[src/rtl/sb_idle_gate_pkg.sv]
package sb_idle_gate_pkg;

    localparam int REG_W  = 32;
    localparam int LIM_W  = 8;
    localparam int USED_W = LIM_W + 3;

    typedef enum logic [1:0] {
        ST_ACTIVE  = 2'd0,
        ST_PENDING = 2'd1,
        ST_IDLE    = 2'd2
    } gate_st_e;

    typedef struct packed {
        logic             fgate_off;
        logic             mask_defeat;
        logic             gate_allow;
        logic [LIM_W-1:0] idle_lim;
    } gate_cfg_t;

    function automatic gate_cfg_t cfg_reset(input logic [LIM_W-1:0] lim);
        gate_cfg_t c;
        c.fgate_off   = 1'b1;
        c.mask_defeat = 1'b0;
        c.gate_allow  = 1'b1;
        c.idle_lim    = lim;
        return c;
    endfunction

    function automatic logic [LIM_W-1:0] eff_limit(input logic [LIM_W-1:0] lim);
        return (lim == '0) ? LIM_W'(1) : lim;
    endfunction

    function automatic logic gating_runs(input gate_cfg_t c);
        return c.gate_allow && !c.fgate_off;
    endfunction

endpackage

[src/rtl/sb_cfg_reg.sv]
module sb_cfg_reg
    import sb_idle_gate_pkg::*;
#(
    parameter logic [LIM_W-1:0] RST_LIM = 8'h10
) (
    input  logic             clk,
    input  logic             rst,
    input  logic             we,
    input  logic [REG_W-1:0] wdata,
    output gate_cfg_t        cfg,
    output logic [REG_W-1:0] rdata
);
    localparam int PAD_W = REG_W - USED_W;

    gate_cfg_t cfg_q;

    always_ff @(posedge clk) begin
        if (rst)
            cfg_q <= cfg_reset(RST_LIM);
        else if (we)
            cfg_q <= gate_cfg_t'(wdata[USED_W-1:0]);
    end

    assign cfg   = cfg_q;
    assign rdata = {{PAD_W{1'b0}}, cfg_q};


    write_lands_chk: assert property (@(posedge clk) disable iff (rst)
        we |=> rdata[USED_W-1:0] == $past(wdata[USED_W-1:0]));


    hold_chk: assert property (@(posedge clk) disable iff (rst)
        !we |=> $stable(rdata));
endmodule

[src/rtl/sb_idle_fsm.sv]
module sb_idle_fsm
    import sb_idle_gate_pkg::*;
(
    input  logic      clk,
    input  logic      rst,
    input  gate_cfg_t cfg,
    input  logic      activity,
    output gate_st_e  state
);
    localparam logic [LIM_W-1:0] CNT_MAX = '1;

    gate_st_e         st_q, st_n;
    logic [LIM_W-1:0] cnt_q, cnt_n, lim;
    logic             run;

    assign lim = eff_limit(cfg.idle_lim);
    assign run = gating_runs(cfg);

    always_comb begin
        st_n  = ST_ACTIVE;
        cnt_n = '0;
        if (run && !activity) begin
            cnt_n = (cnt_q == CNT_MAX) ? cnt_q : cnt_q + 1'b1;
            st_n  = (cnt_n >= lim) ? ST_IDLE : ST_PENDING;
        end
    end

    always_ff @(posedge clk) begin
        if (rst) begin
            st_q  <= ST_ACTIVE;
            cnt_q <= '0;
        end else begin
            st_q  <= st_n;
            cnt_q <= cnt_n;
        end
    end

    assign state = st_q;


    act_return_chk: assert property (@(posedge clk) disable iff (rst)
        activity |=> state == ST_ACTIVE);


    no_allow_chk: assert property (@(posedge clk) disable iff (rst)
        !cfg.gate_allow |=> state == ST_ACTIVE);


    fgate_off_chk: assert property (@(posedge clk) disable iff (rst)
        cfg.fgate_off |=> state == ST_ACTIVE);


    no_skip_chk: assert property (@(posedge clk) disable iff (rst)
        (state == ST_ACTIVE && lim > 1) |=> state != ST_IDLE);


    legal_state_chk: assert property (@(posedge clk) disable iff (rst)
        state != 2'd3);
endmodule

[src/rtl/sb_clk_mask.sv]
module sb_clk_mask
    import sb_idle_gate_pkg::*;
(
    input  logic      clk,
    input  logic      rst,
    input  gate_cfg_t cfg,
    input  gate_st_e  state,
    input  logic      activity,
    output logic      clk_en
);
    logic mask_ok;

    assign mask_ok = gating_runs(cfg) && !cfg.mask_defeat;
    assign clk_en  = activity || !(state == ST_IDLE && mask_ok);


    act_clken_chk: assert property (@(posedge clk) disable iff (rst)
        activity |-> clk_en);


    defeat_chk: assert property (@(posedge clk) disable iff (rst)
        cfg.mask_defeat |-> clk_en);


    off_only_idle_chk: assert property (@(posedge clk) disable iff (rst)
        !clk_en |-> state == ST_IDLE);
endmodule

[src/rtl/sb_idle_gate.sv]
module sb_idle_gate
    import sb_idle_gate_pkg::*;
#(
    parameter logic [7:0] RST_LIM = 8'h10
) (
    input  logic        clk,
    input  logic        rst,
    input  logic        cfg_we,
    input  logic [31:0] cfg_wdata,
    input  logic        activity,
    output logic [31:0] cfg_rdata,
    output logic [1:0]  gate_state,
    output logic        clk_en
);
    gate_cfg_t cfg;
    gate_st_e  st;

    sb_cfg_reg #(.RST_LIM(RST_LIM)) u_cfg (
        .clk(clk), .rst(rst), .we(cfg_we), .wdata(cfg_wdata),
        .cfg(cfg), .rdata(cfg_rdata)
    );

    sb_idle_fsm u_fsm (
        .clk(clk), .rst(rst), .cfg(cfg), .activity(activity), .state(st)
    );

    sb_clk_mask u_mask (
        .clk(clk), .rst(rst), .cfg(cfg), .state(st),
        .activity(activity), .clk_en(clk_en)
    );

    assign gate_state = st;


    rst_state_chk: assert property (@(posedge clk)
        rst |=> (gate_state == 2'd0 && cfg_rdata == 32'h510));
endmodule

[config.mk]
export PLATFORM = sky130hd
export DESIGN_NAME = sb_idle_gate
export DESIGN_NICKNAME = d
export VERILOG_FILES = /design/src/rtl/sb_idle_gate_pkg.sv /design/src/rtl/sb_cfg_reg.sv /design/src/rtl/sb_idle_fsm.sv /design/src/rtl/sb_clk_mask.sv /design/src/rtl/sb_idle_gate.sv
export SDC_FILE = /design/constraint.sdc
export NUM_CORES = 1
export LEC_CHECK = 0
export ABC_CLOCK_PERIOD_IN_PS = 2500
export BUFFER_PORTS_ARGS = -buffer_cell sky130_fd_sc_hd__buf_2
export CAP_MARGIN = 20
export CORE_ASPECT_RATIO = 0.7
export CORE_MARGIN = 2
export CORE_UTILIZATION = 45
export DETAILED_ROUTE_END_ITERATION = 12
export PLACE_DENSITY_LB_ADDON = 0.1
export SYNTH_ARGS = -nofsm -noshare
export SYNTH_HDL_FRONTEND = slang
export SYNTH_HIERARCHICAL = 1
export SYNTH_SLANG_ARGS = --single-unit
[constraint.sdc]
create_clock -name clk -period 2.5 [get_ports clk]
set_clock_uncertainty 0.1 [all_clocks]
set_input_delay 0.625 -clock clk [delete_from_list [all_inputs] [get_ports clk]]
set_output_delay 0.625 -clock clk [all_outputs]
set_load 0.01 [all_outputs]
== After elaboration in Yosys (flattened, before gate mapping) ==
Index checks and enable logic that the tools add are counted.
Storage, ports and cells
  register bits: 21
  latch bits: 0
  bits in writable memories: 0
  memory bits (read-only): 0
  output and inout bits: 35
  memories: 0
Operators by class
  add/sub/neg operators: 1
  multiply operators: 0
  div/mod/pow operators: 0
  $lt $le $gt $ge: 1
  eq/ne operators: 2
  shifts and indexed selects: 0
  mux-type cells: 3
  bitwise gates (word level): 1
  reduce and logical (&&, ||, !) cells: 11
Operators with widths (count)
  $mux 8: 2
  $add 8x1->8 const B: 1
  $eq 8x8->1 const B: 1
  $ge 8x8->1: 1
  $logic_not 8->1: 1
  $logic_and 1x1->1: 4
  $logic_not 1->1: 4
  $eq 2x2->1 const B: 1
  $mux 2: 1
  $reduce_or 2->1: 1
  $logic_or 1x1->1: 1
  $not 1->1: 1

== Longest topological paths before layout ==
Gate-level depths: netlist of run 1.
  depth in word-level cells: 6
  gate-level depth with buffers: 9

== Cells and area by module ==
Netlist of run 1, hierarchy kept.
Modules (own cells, without submodules)
  sb_idle_fsm: times used 1, cells an instance 78, area each 715.7 µm², sequential area each 200.2 µm²
  sb_cfg_reg: times used 1, cells an instance 68, area each 638.1 µm², sequential area each 220.2 µm²
  sb_clk_mask: times used 1, cells an instance 2, area each 22.5 µm², sequential area each 0.0 µm²

== Least setup slack after synthesis of run 1 ==
No wires, ideal clock.
  kind: reg-to-reg
  start: register u_fsm.cnt_q[0]
  end: register u_fsm.st_q[1], in the netlist u_fsm/state[1]
  library setup time: 0.059 ns
  arrival: 2.111 ns
  data required time: 2.341 ns
  path slack: 0.230 ns
  cell stages (with the launch flop): 9
  path buffers: 0
  cell sequence: dfxtp_1 > ha_1 > and2_1 > nand3_4 > mux2_4 > ha_1 > a2111oi_0 > a2111oi_0 > o21ba_1
Between the ends
  word-level cells in the longest chain between the ends: 4
RTL lines
  from (decl): RTL line sb_idle_fsm.sv:13  | logic [LIM_W-1:0] cnt_q, cnt_n, lim;
  from (signal assigned): RTL line sb_idle_fsm.sv:34  | cnt_q <= cnt_n;
  $add 8x1->8 / $eq 8x8->1 (equally long branches): RTL line sb_idle_fsm.sv:23  | cnt_n = (cnt_q == CNT_MAX) ? cnt_q : cnt_q + 1'b1;
  $mux 8 (*): RTL line sb_idle_fsm.sv:23
  $ge 8x8->1 (*): RTL line sb_idle_fsm.sv:24  | st_n = (cnt_n >= lim) ? ST_IDLE : ST_PENDING;
  $mux 2 (*): RTL line sb_idle_fsm.sv:24
  to (signal assigned): RTL line sb_idle_fsm.sv:33  | st_q <= st_n;
  to (decl): RTL line sb_idle_fsm.sv:12  | gate_st_e st_q, st_n;
Mark *: on every way between the ends. The rest lies on a longest branch, timed or not.
A chain may end at the register's enable or synchronous reset.

== Worst setup path in the final report of run 1 ==
  start: register u_fsm.cnt_q[1]
  end: register u_fsm.st_q[1], in the netlist u_fsm/state[1]
The elaborated chain is that of the path after synthesis.

==> results of run 1 <==
## power by group
| group | internal (uW) | switching [uW] |
|---|---|---|
| Sequential | 347 | 9.64 |
| Clock | 113 | 102 |
| Combinational | 42.3 | 55.1 |
| Total | 502 | 167 |
## worst min-delay path, delay by kind of cell (launching register included)
kind             cells  cell delay, ns
flip-flops           1            0.34
AND/OR/NAND/NOR      1            0.07
multiplexers         1            0.07
## path summary, 6_finish.rpt
| path | start | end | slack (ns) | cells past startpoint |
|---|---|---|---|---|
| worst max register to register | u_fsm/cnt_q[1] | u_fsm/state[1] | 0.12 | 9 |
| worst max-delay path | u_fsm/cnt_q[1] | u_fsm/state[1] | 0.12 | 9 |
| worst min-delay path | u_cfg/cfg[1] | u_cfg/cfg[1] | 0.42 | 2 |
| worst min register to register | u_cfg/cfg[1] | u_cfg/cfg[1] | 0.42 | 2 |
## state kept, by name, indices dropped and copies added, names as in the netlist
name and flops:
u_fsm/cnt_q 8, u_fsm/state 2, u_cfg/cfg 11
## Yosys cell counts
cell type / count
mux2_4: 1
and3_1: 2
nor2b_1: 3
buf_6: 2
a21oi_1: 3
nand3b_1: 1
o21a_1: 3
inv_1: 10
nand3_4: 1
dfxtp_1: 21
and4_4: 1
mux2i_1: 10
a211o_2: 3
and2_2: 1
nand2b_1: 3
nand2_1: 3
nor2b_4: 1
a211oi_1: 1
nor3_1: 1
a2111oi_0: 2
conb_1: 1
nor3b_2: 3
and2_1: 1
o21ba_1: 1
nor4_1: 1
and3_2: 2
o21ai_0: 2
nand3_1: 3
nor4b_2: 1
or4b_4: 1
clkbuf_1: 1
ha_1: 9
xnor2_1: 1
buf_4: 32
a41o_1: 1
nor2_1: 15
## layer usage
| metal | share of wire | track usage | vias up | wire, um |
|---|---|---|---|---|
| li1 | - | - | 490 | - |
| met1 | 0.48 | 0.1779 | 419 | 1090 |
| met2 | 0.44 | 0.2159 | 40 | 1013 |
| met3 | 0.067 | 0.03012 | 2 | 152 |
| met4 | 0.0097 | 0.03846 | 0 | 22 |
| met5 | 0 | 0 | - | 0 |
## logic make-up (layout without fill, tap and decap cells)
logic type | after synthesis | after routing
and+or+nand+nor | 44 | 44
AOI/OAI and AO/OA | 16 | 16
buffers and inverters | 45 | 45
DFF | 21 | 21
adders and majority gates | 9 | 9
xor gates and xnor gates | 1 | 1
other | 1 | 21
muxes | 11 | 11
## layout make-up
cell class	count	area, um2
Inverter	10	37.54
Tap cell	36	45.04
Sequential cell	21	420.4
Clock buffer	4	45.04
Multi-Input combinational cell	102	759.5
Fill cell	277	1393
Timing Repair Buffer	31	162.7
## timing repair
item / in CTS / in global routing
pin swaps: 0 / 1
gates resized for setup: 2 / 4
endpoints found under the setup margin: 2 / 2
## metrics by stage
step	total power (uW)	worst slack (ns)	utilization	cell area, um2	hold WS, ns
after global routing	715.5	0.006519	0.5135	1470	0.4659
after detailed placement	454.1	-0.03576	0.4865	1393	0.4178
after CTS	678.3	0.01064	0.5031	1440	0.4363
after global placement	451.0	-0.06816	0.4865	1393	0.3999
final	668.7	0.1207	0.5135	1470	0.4214
after floorplan	462.3	0.2300	-	1451	0.3842
==> reports/metrics.csv, run 1 <==
metric,value,unit
Starting Density,0.4808,
setup TNS,0,ns
DP HPWL,1.826,mm
Final Setup Violations,0,
"Buf+Inv Stages, Crit Path",0,
Clock Tree Buf Depth,2,
setup bufs post-CTS,0,
gr usage total,0.1329,
"Min Clock Period, post-route",2.379,ns
"Slew Viols, Final",0,
Crit path required time,2.55,ns
CP top delay family,compound AO/OA/AOI/OAI gates,
leading area contributor after synthesis,dfxtp_1,
DR WL/cell,11.17,um
H-tree Lvls,1,
layout cells sized above 1,0.3095,
most frequent CP cell,ha_1,
top cell type's share of synthesized area,0.3055,
Final Hold Viols,0,
Core Region,2863,um2
die area,3524,um2
die width,70.10,um
leak pwr,0.0007317,uW
Skew-Pair Late Insertion Delay,0.25,ns
Adder-Cell Fraction of Synth Area,0.08182,
detailed-route via count,951,
clock root buffer,clkbuf_8,
Mapped Area,1376,um2
largest family of logic cells by synthesized area,buffers and inverters,
RePlAce Congestion,0.6692,
CP Max Fanout,3,
Tcrit/Tclk final,0.9517,
vias in the first global route,838,
CP Cell Sequence,ha_1 -> and2_1 -> nand3_4 -> xnor2_2 -> ha_1 -> nand2b_1 -> a2111oi_4 -> a2111oi_2 -> o21ba_1,
largest net degree at the start of global routing,15,
multiplexer area fraction after synthesis,0.08364,
"commonest non-fill, non-tap cell in the layout",buf_2,
"commonest non-fill, non-tap cells in the layout","28 x buf_2, 21 x conb_1, 21 x dfxtp_1",
CTS clock-pin slew for the worst setup and hold paths,0.07,ns
Ys Warns,6,
number of max-cap violations,0,
CTS tree,done,
critical path's largest stage delay,0.38,ns
Layout area overhead,6.818,%
Final ANT Viol Nets,0,
Yosys reg bits,21,
num ports,71,
CP max stage cell,a2111oi_4,
Die Y,50.27,um
initial drt markers,26,
unrepaired setup endpoints after global routing,false,
Vias/cell,4.662,
nets,214,
compound-gate portion of the synthesized area,0.08909,
outcome,"complete, no violations",
clock sinks,21,
"Seq/Total Area, Yosys",0.3055,
grt ovf,0,
synthesized instance count,148,
Pre-Repair DR Iteration Count,4,
f_max,0.4203,GHz
row cnt,16,
peak supply drop,0.0002004,V
Synth area leaders,"dfxtp_1 31%, buf_4 17%, ha_1 8.2%",
first-pass GRT wire length,3.719,mm
Yosys cell types,36,
final wirelength,2.278,mm
cts bufs inserted,3,
Port Buffers,28,
CP arrival,2.43,ns
initial antenna violation count,0,
Post-CTS Hold Fix Bufs,0,
PD cells,454.9,nW/um2
syn_area_per_cell,9.299,um2
Worst Setup Start Kind,register,
Post-route DRC,0,
fin cells,204,
antenna cell count,0,
Placed Cells,200,
Synth Area in Simple Gates,0.2100,
type of the worst setup path,reg -> reg,
CP endpoint kind,register,
worst hold path class,reg -> reg,
Post-Synth XOR/XNOR Area,0.006364,
Note: power is estimated with default switching activity, not from simulation.
==> run 2: changes to the inputs <==
--- a/config.mk
+++ b/config.mk
@@ -8,9 +8,11 @@
 export ABC_CLOCK_PERIOD_IN_PS = 2500
 export BUFFER_PORTS_ARGS = -buffer_cell sky130_fd_sc_hd__buf_2
 export CAP_MARGIN = 20
+export CELL_PAD_IN_SITES_DETAIL_PLACEMENT = 0
+export CELL_PAD_IN_SITES_GLOBAL_PLACEMENT = 1
 export CORE_ASPECT_RATIO = 0.7
 export CORE_MARGIN = 2
-export CORE_UTILIZATION = 45
+export CORE_UTILIZATION = 32
 export DETAILED_ROUTE_END_ITERATION = 12
 export PLACE_DENSITY_LB_ADDON = 0.1
 export SYNTH_ARGS = -nofsm -noshare
==> run 2 against run 1 <==
Combinational power is 5% higher. Sequential power hardly changed. Largest power group unchanged. Routed wire length is 8.3% higher. Clock-buffer cell count stayed put. Global-route usage is 3.1 points lower. Critical endpoint unchanged.
==> reports/metrics.csv, run 2 (synthesis results as in run 1) <==
metric,value,unit
outcome,"complete, no violations",
vias in the first global route,828,
CP max stage cell,dfxtp_1,
max reg flops,11,
Pre-Repair DR Iteration Count,4,
"Slew Viols, Final",0,
die width,82.39,um
layout cells sized above 1,0.3353,
Final ANT Viol Nets,0,
fin cells,222,
grt ovf,0,
Layout area overhead,11.55,%
hold path start,u_cfg/cfg[1],
gr usage total,0.1018,
row cnt,19,
hold depth,2,
unrepaired setup endpoints after global routing,false,
Clock Tree Buf Depth,2,
r2r startpoint,u_fsm/cnt_q[3],
PD cells,447.6,nW/um2
worst hold path class,reg -> reg,
final worst setup slack,0.1543,ns
antenna cell count,0,
total chip power,687.1,uW
"commonest non-fill, non-tap cell in the layout",buf_2,
worst r2r dst,u_fsm/state[1],
initial antenna violation count,0,
final wirelength,2.468,mm
H-tree Lvls,1,
"Min Clock Period, post-route",2.346,ns
DP HPWL,1.906,mm
Core Region,4018,um2
FF+latch area,420.4,um2
most frequent CP cell,a2111oi_4,
Post-CTS Hold Fix Bufs,0,
Worst Hold Endpoint,u_cfg/cfg[1],
Skew-Pair Late Insertion Delay,0.26,ns
CP Max Fanout,6,
area of the multi-input gates,789.5,um2
fill count,426,
peak supply drop,0.0002225,V
largest net degree at the start of global routing,15,
Place WS,-0.1222,ns
CTS tree,done,
die area,4850,um2
cts bufs inserted,3,
Port Buffers,28,
CP top delay family,compound AO/OA/AOI/OAI gates,
clock root buffer,clkbuf_8,
leak pwr,0.0007431,uW
CP arrival,2.40,ns
nets,216,
Reg2Reg Depth,7,
"commonest non-fill, non-tap cells in the layout","28 x buf_2, 21 x conb_1, 21 x dfxtp_1",
Tcrit/Tclk final,0.9383,
Placed Cells,218,
CTS clock-pin slew for the worst setup and hold paths,0.08,ns
setup TNS,0,ns
clock sinks,21,
type of the worst setup path,reg -> reg,
DR WL/cell,11.12,um
RePlAce Congestion,0.7352,
CP Cell Sequence,and4_4 -> nand3_4 -> mux2_4 -> ha_4 -> a2111oi_4 -> a2111oi_4 -> o21ba_1,
number of max-cap violations,0,
detailed-route via count,983,
f_max,0.4263,GHz
Final Setup Violations,0,
Starting Density,0.3426,
Crit path required time,2.56,ns
num ports,71,
"Buf+Inv Stages, Crit Path",0,
first-pass GRT wire length,3.788,mm
Die Y,58.87,um
Vias/cell,4.428,
Final Hold Viols,0,
WP depth,7,
initial drt markers,18,
flop2flop setup slack,0.15,ns
Post-route DRC,0,
hold slack,0.4336,ns
critical path's largest stage delay,0.42,ns
CP endpoint kind,register,
Worst Setup Start Kind,register,
[run 2: cell types whose count changed in the layout (fill, tap and decap cells not counted), sizes merged]
cell and change:
buf +2
[run 2: area by class of cell]
| type | count | area share |
|---|---|---|
| timing repair buffer | 33 | 0.1157 |
| tap | 52 | 0.04238 |
| multi-input combinational | 102 | 0.5143 |
| clock buffer | 4 | 0.02934 |
| inverter | 10 | 0.02445 |
| sequential | 21 | 0.2738 |
[run 2: worst min-delay path: stages (launching register included)]
cell and delay, ns:
dfxtp_1 0.36, mux2i_1 0.07, nor2_1 0.07
[run 2: metrics by stage]
step                      instance area, um2  utilization
final                                   1535       0.3821
after global routing                    1535       0.3821
after CTS                               1480       0.3684
after detailed placement                1428       0.3553
after global placement                  1428       0.3553
after floorplan                         1451            -
[run 2: what timing repair did]
item	4_1_cts	5_1_grt
setup endpoints to repair	2	2
pin swaps	0	1
setup buffers	0	0
cloned	0	0
resized for setup	3	7
[run 2: layer usage]
metal	global-route usage	up-vias	wire length, um
met2	0.1555	41	1110
li1	-	495	-
met4	0.03571	0	0
met1	0.1373	447	1182
met3	0.02914	0	174
met5	0	-	0
[run 2: power breakdown]
part	switching (uW)	total [uW]	internal [uW]
sequential	9.94	356	346
clock	115	228	114
combinational	57.2	102	45.2
[run 2: worst max path at each step]
| stage | startpoint | endpoint | slack [ns] |
|---|---|---|---|
| finish | u_fsm/cnt_q[3] | u_fsm/state[1] | 0.15 |
| global route | u_fsm/cnt_q[1] | u_fsm/state[1] | 0.05 |
| global placement | u_fsm/cnt_q[0] | u_fsm/state[1] | -0.15 |
| CTS | u_fsm/cnt_q[1] | u_fsm/state[1] | 0.002 |
| floorplan | u_fsm/cnt_q[0] | u_fsm/state[1] | 0.23 |
| detailed placement | u_fsm/cnt_q[0] | u_fsm/state[1] | -0.12 |
